**src/rtl/alt_ripple_pkg.sv**
```systemverilog
package alt_ripple_pkg;
  localparam int unsigned DEF_WIDTH = 8;

  // Carry node k feeds slice k; odd nodes travel complemented.
  function automatic bit node_inv(int unsigned k);
    return (k % 2) == 1;
  endfunction
endpackage

```
**src/rtl/alt_ripple_slice.sv**
```systemverilog
module alt_ripple_slice (
  input  logic x_i,
  input  logic y_i,
  input  logic c_i,
  output logic s_o,
  output logic cp_o
);
  logic cp;
  assign cp   = ~((x_i & y_i) | (c_i & (x_i | y_i)));
  // 1 or 3 inputs high: all three, or none of the carry pairs with at least one
  assign s_o  = (x_i & y_i & c_i) | (cp & (x_i | y_i | c_i));
  assign cp_o = cp;
endmodule

```
**src/rtl/alt_ripple_prep.sv**
```systemverilog
module alt_ripple_prep #(
  parameter int unsigned N = alt_ripple_pkg::DEF_WIDTH
) (
  input  logic [N-1:0] a_i,
  input  logic [N-1:0] b_i,
  input  logic         sub_i,
  output logic [N-1:0] x_o,
  output logic [N-1:0] y_o,
  output logic         c0_o
);
  logic [N-1:0] b_cond;
  assign b_cond = b_i ^ {N{sub_i}};
  assign c0_o   = sub_i;  // node 0 is true polarity

  for (genvar k = 0; k < N; k++) begin : g_pol
    if (alt_ripple_pkg::node_inv(k)) begin : g_neg
      assign x_o[k] = ~a_i[k];
      assign y_o[k] = ~b_cond[k];
    end else begin : g_pos
      assign x_o[k] = a_i[k];
      assign y_o[k] = b_cond[k];
    end
  end
endmodule

```
**src/rtl/alt_ripple_chain.sv**
```systemverilog
module alt_ripple_chain #(
  parameter int unsigned N = alt_ripple_pkg::DEF_WIDTH
) (
  input  logic [N-1:0] x_i,
  input  logic [N-1:0] y_i,
  input  logic         c0_i,
  output logic [N-1:0] s_raw_o,
  output logic         c_top_in_o,
  output logic         c_top_out_o
);
  logic [N:0] node;
  assign node[0] = c0_i;

  for (genvar k = 0; k < N; k++) begin : g_slice
    alt_ripple_slice u_slice (
      .x_i (x_i[k]),
      .y_i (y_i[k]),
      .c_i (node[k]),
      .s_o (s_raw_o[k]),
      .cp_o(node[k+1])
    );
  end

  assign c_top_in_o  = node[N-1];
  assign c_top_out_o = node[N];
endmodule

```
**src/rtl/alt_ripple_fix.sv**
```systemverilog
module alt_ripple_fix #(
  parameter int unsigned N = alt_ripple_pkg::DEF_WIDTH
) (
  input  logic [N-1:0] s_raw_i,
  input  logic         c_top_in_i,
  input  logic         c_top_out_i,
  output logic [N-1:0] sum_o,
  output logic         carry_o,
  output logic         ovf_o
);
  logic c_in_true;

  for (genvar k = 0; k < N; k++) begin : g_sum
    if (alt_ripple_pkg::node_inv(k)) begin : g_neg
      assign sum_o[k] = ~s_raw_i[k];
    end else begin : g_pos
      assign sum_o[k] = s_raw_i[k];
    end
  end

  if (alt_ripple_pkg::node_inv(N)) begin : g_cout_neg
    assign carry_o = ~c_top_out_i;
  end else begin : g_cout_pos
    assign carry_o = c_top_out_i;
  end

  if (alt_ripple_pkg::node_inv(N-1)) begin : g_cin_neg
    assign c_in_true = ~c_top_in_i;
  end else begin : g_cin_pos
    assign c_in_true = c_top_in_i;
  end

  assign ovf_o = c_in_true ^ carry_o;
endmodule

```
**src/rtl/alt_ripple_addsub.sv**
```systemverilog
module alt_ripple_addsub #(
  parameter int unsigned N = alt_ripple_pkg::DEF_WIDTH
) (
  input  logic [N-1:0] a_i,
  input  logic [N-1:0] b_i,
  input  logic         sub_i,
  output logic [N-1:0] sum_o,
  output logic         carry_o,
  output logic         ovf_o
);
  logic [N-1:0] x, y, s_raw;
  logic         c0, c_top_in, c_top_out;

  alt_ripple_prep #(.N(N)) u_prep (
    .a_i  (a_i),
    .b_i  (b_i),
    .sub_i(sub_i),
    .x_o  (x),
    .y_o  (y),
    .c0_o (c0)
  );

  alt_ripple_chain #(.N(N)) u_chain (
    .x_i        (x),
    .y_i        (y),
    .c0_i       (c0),
    .s_raw_o    (s_raw),
    .c_top_in_o (c_top_in),
    .c_top_out_o(c_top_out)
  );

  alt_ripple_fix #(.N(N)) u_fix (
    .s_raw_i    (s_raw),
    .c_top_in_i (c_top_in),
    .c_top_out_i(c_top_out),
    .sum_o      (sum_o),
    .carry_o    (carry_o),
    .ovf_o      (ovf_o)
  );
endmodule

```
**config.mk**
```make
export PLATFORM = sky130hd
export DESIGN_NAME = alt_ripple_addsub
export DESIGN_NICKNAME = d
export VERILOG_FILES = /design/src/rtl/alt_ripple_pkg.sv /design/src/rtl/alt_ripple_slice.sv /design/src/rtl/alt_ripple_prep.sv /design/src/rtl/alt_ripple_chain.sv /design/src/rtl/alt_ripple_fix.sv /design/src/rtl/alt_ripple_addsub.sv
export SDC_FILE = /design/constraint.sdc
export NUM_CORES = 1
export LEC_CHECK = 0
export BUFFER_PORTS_ARGS = -buffer_cell sky130_fd_sc_hd__buf_2
export CORE_AREA = 2 2 39 41
export DETAILED_ROUTE_END_ITERATION = 16
export DIE_AREA = 0 0 41 43
export PLACE_DENSITY = 0.6
export RECOVER_POWER = 25
export SETUP_SLACK_MARGIN = 0.05
export SLEW_MARGIN = 0
export SYNTH_ARGS = -nofsm -noshare
export SYNTH_HDL_FRONTEND = slang
export SYNTH_SLANG_ARGS = --single-unit
```
**constraint.sdc**
```tcl
create_clock -name vclk -period 7.4
set_input_delay 1.48 -clock vclk [all_inputs]
set_output_delay 1.48 -clock vclk [all_outputs]
set_load 0.005 [all_outputs]
```
# == Yosys cells after proc, flatten, opt, wreduce, memory -nomap -nowiden ==
# Cells that the tools add are included.
# word_totals
mem_bits_rw,0
output_inout_bits,10
latch_bits,0
rom_bits,0
memories,0
input_bits,17
elab_cells,86
regBits,0
# classes
n_mux,0
reduce_logical,0
shift,0
n_addsub,0
bitwise,86
div,0
magnitude_cmp,0
eq_ne,0
mul,0
# ops
op,count
1-bit AND,32
1-bit bitwise OR,32
1-bit inverter,20
8-bit bitwise XOR,1
1-bit bitwise XOR,1

# == Depth between registers and ports, before layout ==
# logic_depth
ltp_word,29
mapped_depth,11
depth_no_buf,10

# == Modules after synthesis ==
# Synthesis repeated with hierarchy kept, for this count alone.
# unflattened
cells_unflattened,68
hier_area_um2,475.5
# modules_own_cells
module,area_each_um2,seq_area_each_um2,instances,cells_each
alt_ripple_slice,35.0,0.0,8,5
alt_ripple_prep,133.9,0.0,1,18
alt_ripple_fix,61.3,0.0,1,10

# == Worst setup path after synthesis ==
# OpenSTA, ideal clock, no wires.
# synth_timing
path_type,input-to-output
startpoint,input port sub_i
endpoint,output port sum_o[7]
path_stages,11
path_slack_ns,1.311
arrival_time_ns,4.609
required_time_ns,5.920
n_path_buf,1
path_cell_list,buf_6 mux2_2 fa_1 fa_1 fa_1 fa_1 fa_1 inv_1 fa_1 fa_1 inv_1
# synth_between
elab_chain_cells,29
elab_cells_between_ends,50
cone_classes,50 x bitwise
# synth_rtl
element,line,text
from (decl),alt_ripple_addsub.sv:6,"input logic sub_i,"
8-bit bitwise XOR,alt_ripple_prep.sv:12,assign b_cond = b_i ^ {N{sub_i}};
1-bit bitwise OR,alt_ripple_slice.sv:9,assign cp = ~((x_i & y_i) | (c_i & (x_i | y_i)));
1-bit AND,alt_ripple_slice.sv:9,
1-bit bitwise OR,alt_ripple_slice.sv:9,
1-bit inverter,alt_ripple_slice.sv:9,
1-bit AND,alt_ripple_slice.sv:9,
1-bit bitwise OR,alt_ripple_slice.sv:9,
1-bit inverter,alt_ripple_slice.sv:9,
[13 not listed],-,
1-bit bitwise OR,alt_ripple_slice.sv:9,
1-bit inverter,alt_ripple_slice.sv:9,
1-bit AND,alt_ripple_slice.sv:9,
1-bit bitwise OR,alt_ripple_slice.sv:9,
1-bit inverter,alt_ripple_slice.sv:9,
1-bit AND,alt_ripple_slice.sv:11,assign s_o = (x_i & y_i & c_i) | (cp & (x_i | y_i | c_i));
1-bit bitwise OR *,alt_ripple_slice.sv:11,
1-bit inverter *,alt_ripple_fix.sv:15,assign sum_o[k] = ~s_raw_i[k];
to (decl),alt_ripple_addsub.sv:7,"output logic [N-1:0] sum_o,"
# Mark *: on every way between the ends. The rest lies on a longest branch, timed or not.

# == Worst setup path in the final report ==
# Same ends and word-level chain as after synthesis.

==> impl_results.md <==
* Outcome: finished clean
* Chip Height at 43 um
* Synth warn at 0
* CP Class: primary input to output port
* Levels on crit path at 12
* Num sequential at 0
* CP Data Arrival Time at 4.96 ns
* Vias in the first global route at 213
* Adder-cell share of the synthesized area at 47.7%
* Register area share after synthesis at 0%
* Post-route cell area at 405 um^2
* RSZ-0062 raised after global routing: false
* Largest family of logic cells by synthesized area: adder cells
* Drc violations at 0
* Cell class contributing the biggest share of worst-path delay: adder cells
* Slew HR at 65.7%
* Fmax at 155 MHz
* Final worst-path cycle share at 87.1%
* Leak pwr at 0.222 nW
* Syn Area/Cell at 10.5 um^2
* Die ar. at 1760 um^2
* XOR/XNOR share of the synthesized area at 26.8%
* Total length of routed wires at 513 um
* Starting Density at 21.2%
* Startpoint Class: primary input
* Worst min path class: primary input to output port
* Avg WL per Cell at 7.77 um
* IO Pins at 27
* Hold buffers post-CTS at 0
* Final Power at 0.0000398 W
* Core Area at 1380 um^2
* Worst setup margin at 0.956 ns
* Initial antenna violation count at 0
* Final net count at 76
* Gp weighted congestion at 0.565
* PD cells at 98.1 nW/um^2
* DRT Pass-1 Iters at 2
* Tot GR Track Use at 5.42%
* Final min period at 6.44 ns
* N_diodes at 0
* CP endpoint kind: output port
* Detailed Place HPWL at 489 um
* Post-synthesis mux area share at 3.83%
* Area growth, synth to finish at 37.9%
* Compound-Gate Fraction of Synth Area at 0%
* FP Rows at 14
* Vias/cell at 3.67
* WP data required at 5.92 ns
* Crit path max fanout at 8
* Number of gates resized after cts at 0
* Via count at 242
* Setup Fix Bufs, Post-CTS at 0
* Post-Syn Nets at 52
* Multi-input combinational cell area at 230 um^2
* Routed Antenna Nets at 0
* Fill count at 154
* Setup violators final at 0
* Library cells used by synthesis at 7
* Die X at 41 um
* Most frequent CP cell: fa_1
* Max VDD drop at 0.0277 mV
* IO Port Bufs at 27
* Syn Inst Count at 28
* MaxCap Viol Count at 0
* Post-route setup TNS at 0 ns
* Most frequent cells in the layout: buf_2 (25), xor2_1 (7), fa_1 (7)
* Slew Limit Fails at 0
* First-pass GRT wire length at 717 um
* Dpl ws at 1.01 ns
* CP Buf/Inv Count at 4
* Slowest-stage cell, CP: fa_1
* Layout clock buffers at 0
* Worst Tran Pin Value at 0.514 ns
* Slowest stage delay, CP at 0.43 ns
* Area after DPL at 408 um^2
* Commonest non-fill, non-tap cell in the layout: buf_2
* Hold depth at 3
* Post-Syn Area at 294 um^2
* Grt ovf at 0
* First DRT Iteration DRCs at 1
* Post-synthesis simple-gate area fraction at 0%
* Largest net degree at the start of global routing at 9
* Final hold violation count at 0
* Layout cells sized above 1 at 52.0%
* Sequential cell area at 0 um^2
* Worst path cell trace: clkbuf_1 -> mux2_2 -> fa_1 -> fa_1 -> fa_1 -> fa_1 -> fa_1 -> inv_1 -> fa_1 -> fa_1 -> inv_1 -> buf_2
final timing paths:
kind / from / to
setup / recovery: sub_i / sum_o[7]
hold / removal: a_i[0] / sum_o[0]
area by class of cell:
class                      instances  share of cell area, %
inverter                           6                   5.56
tap                               16                   4.94
timing repair buffer              27                   32.7
multi-input combinational         17                   56.8
layer usage:
layer  share of wire, %  global-route usage [%]
met5                  0                       0
met4                  0                       0
met3                 17                       0
met2                 54                    11.9
met1                 29                    5.14
synthesized netlist by cell type:
cell type / n / area (um^2)
mux2_2: 1 / 11.3
xnor2_1: 2 / 17.5
buf_4: 4 / 30.0
buf_6: 1 / 11.3
inv_1: 6 / 22.5
fa_1: 7 / 140
xor2_1: 7 / 61.3
power by group:
group / switching [W] / total (W) / leakage, nW / internal, W
sequential: 0 / 0 / 0 / 0
clock: 0 / 0 / 0 / 0
combinational: 0.0000187 / 0.0000398 / 0.222 / 0.0000211
total: 0.0000187 / 0.0000398 / 0.222 / 0.0000211
per-stage QoR:
step | util (%) | std cells | hold WS (ns)
4_1_cts | 29.5 | 66 | 3.23
5_1_grt | 29.3 | 66 | 3.25
2_1_floorplan | - | 28 | 3.12
6_report | 29.3 | 66 | 3.20
3_3_place_gp | 29.5 | 66 | 3.22
3_5_place_dp | 29.5 | 66 | 3.23
logic make-up (layout without fill, tap and decap cells):
kind of cell | after synthesis | after routing
xor+xnor | 9 | 9
buf+inv | 11 | 33
mux | 1 | 1
fa+ha+maj | 7 | 7
Power figures use the tool's default switching activity.
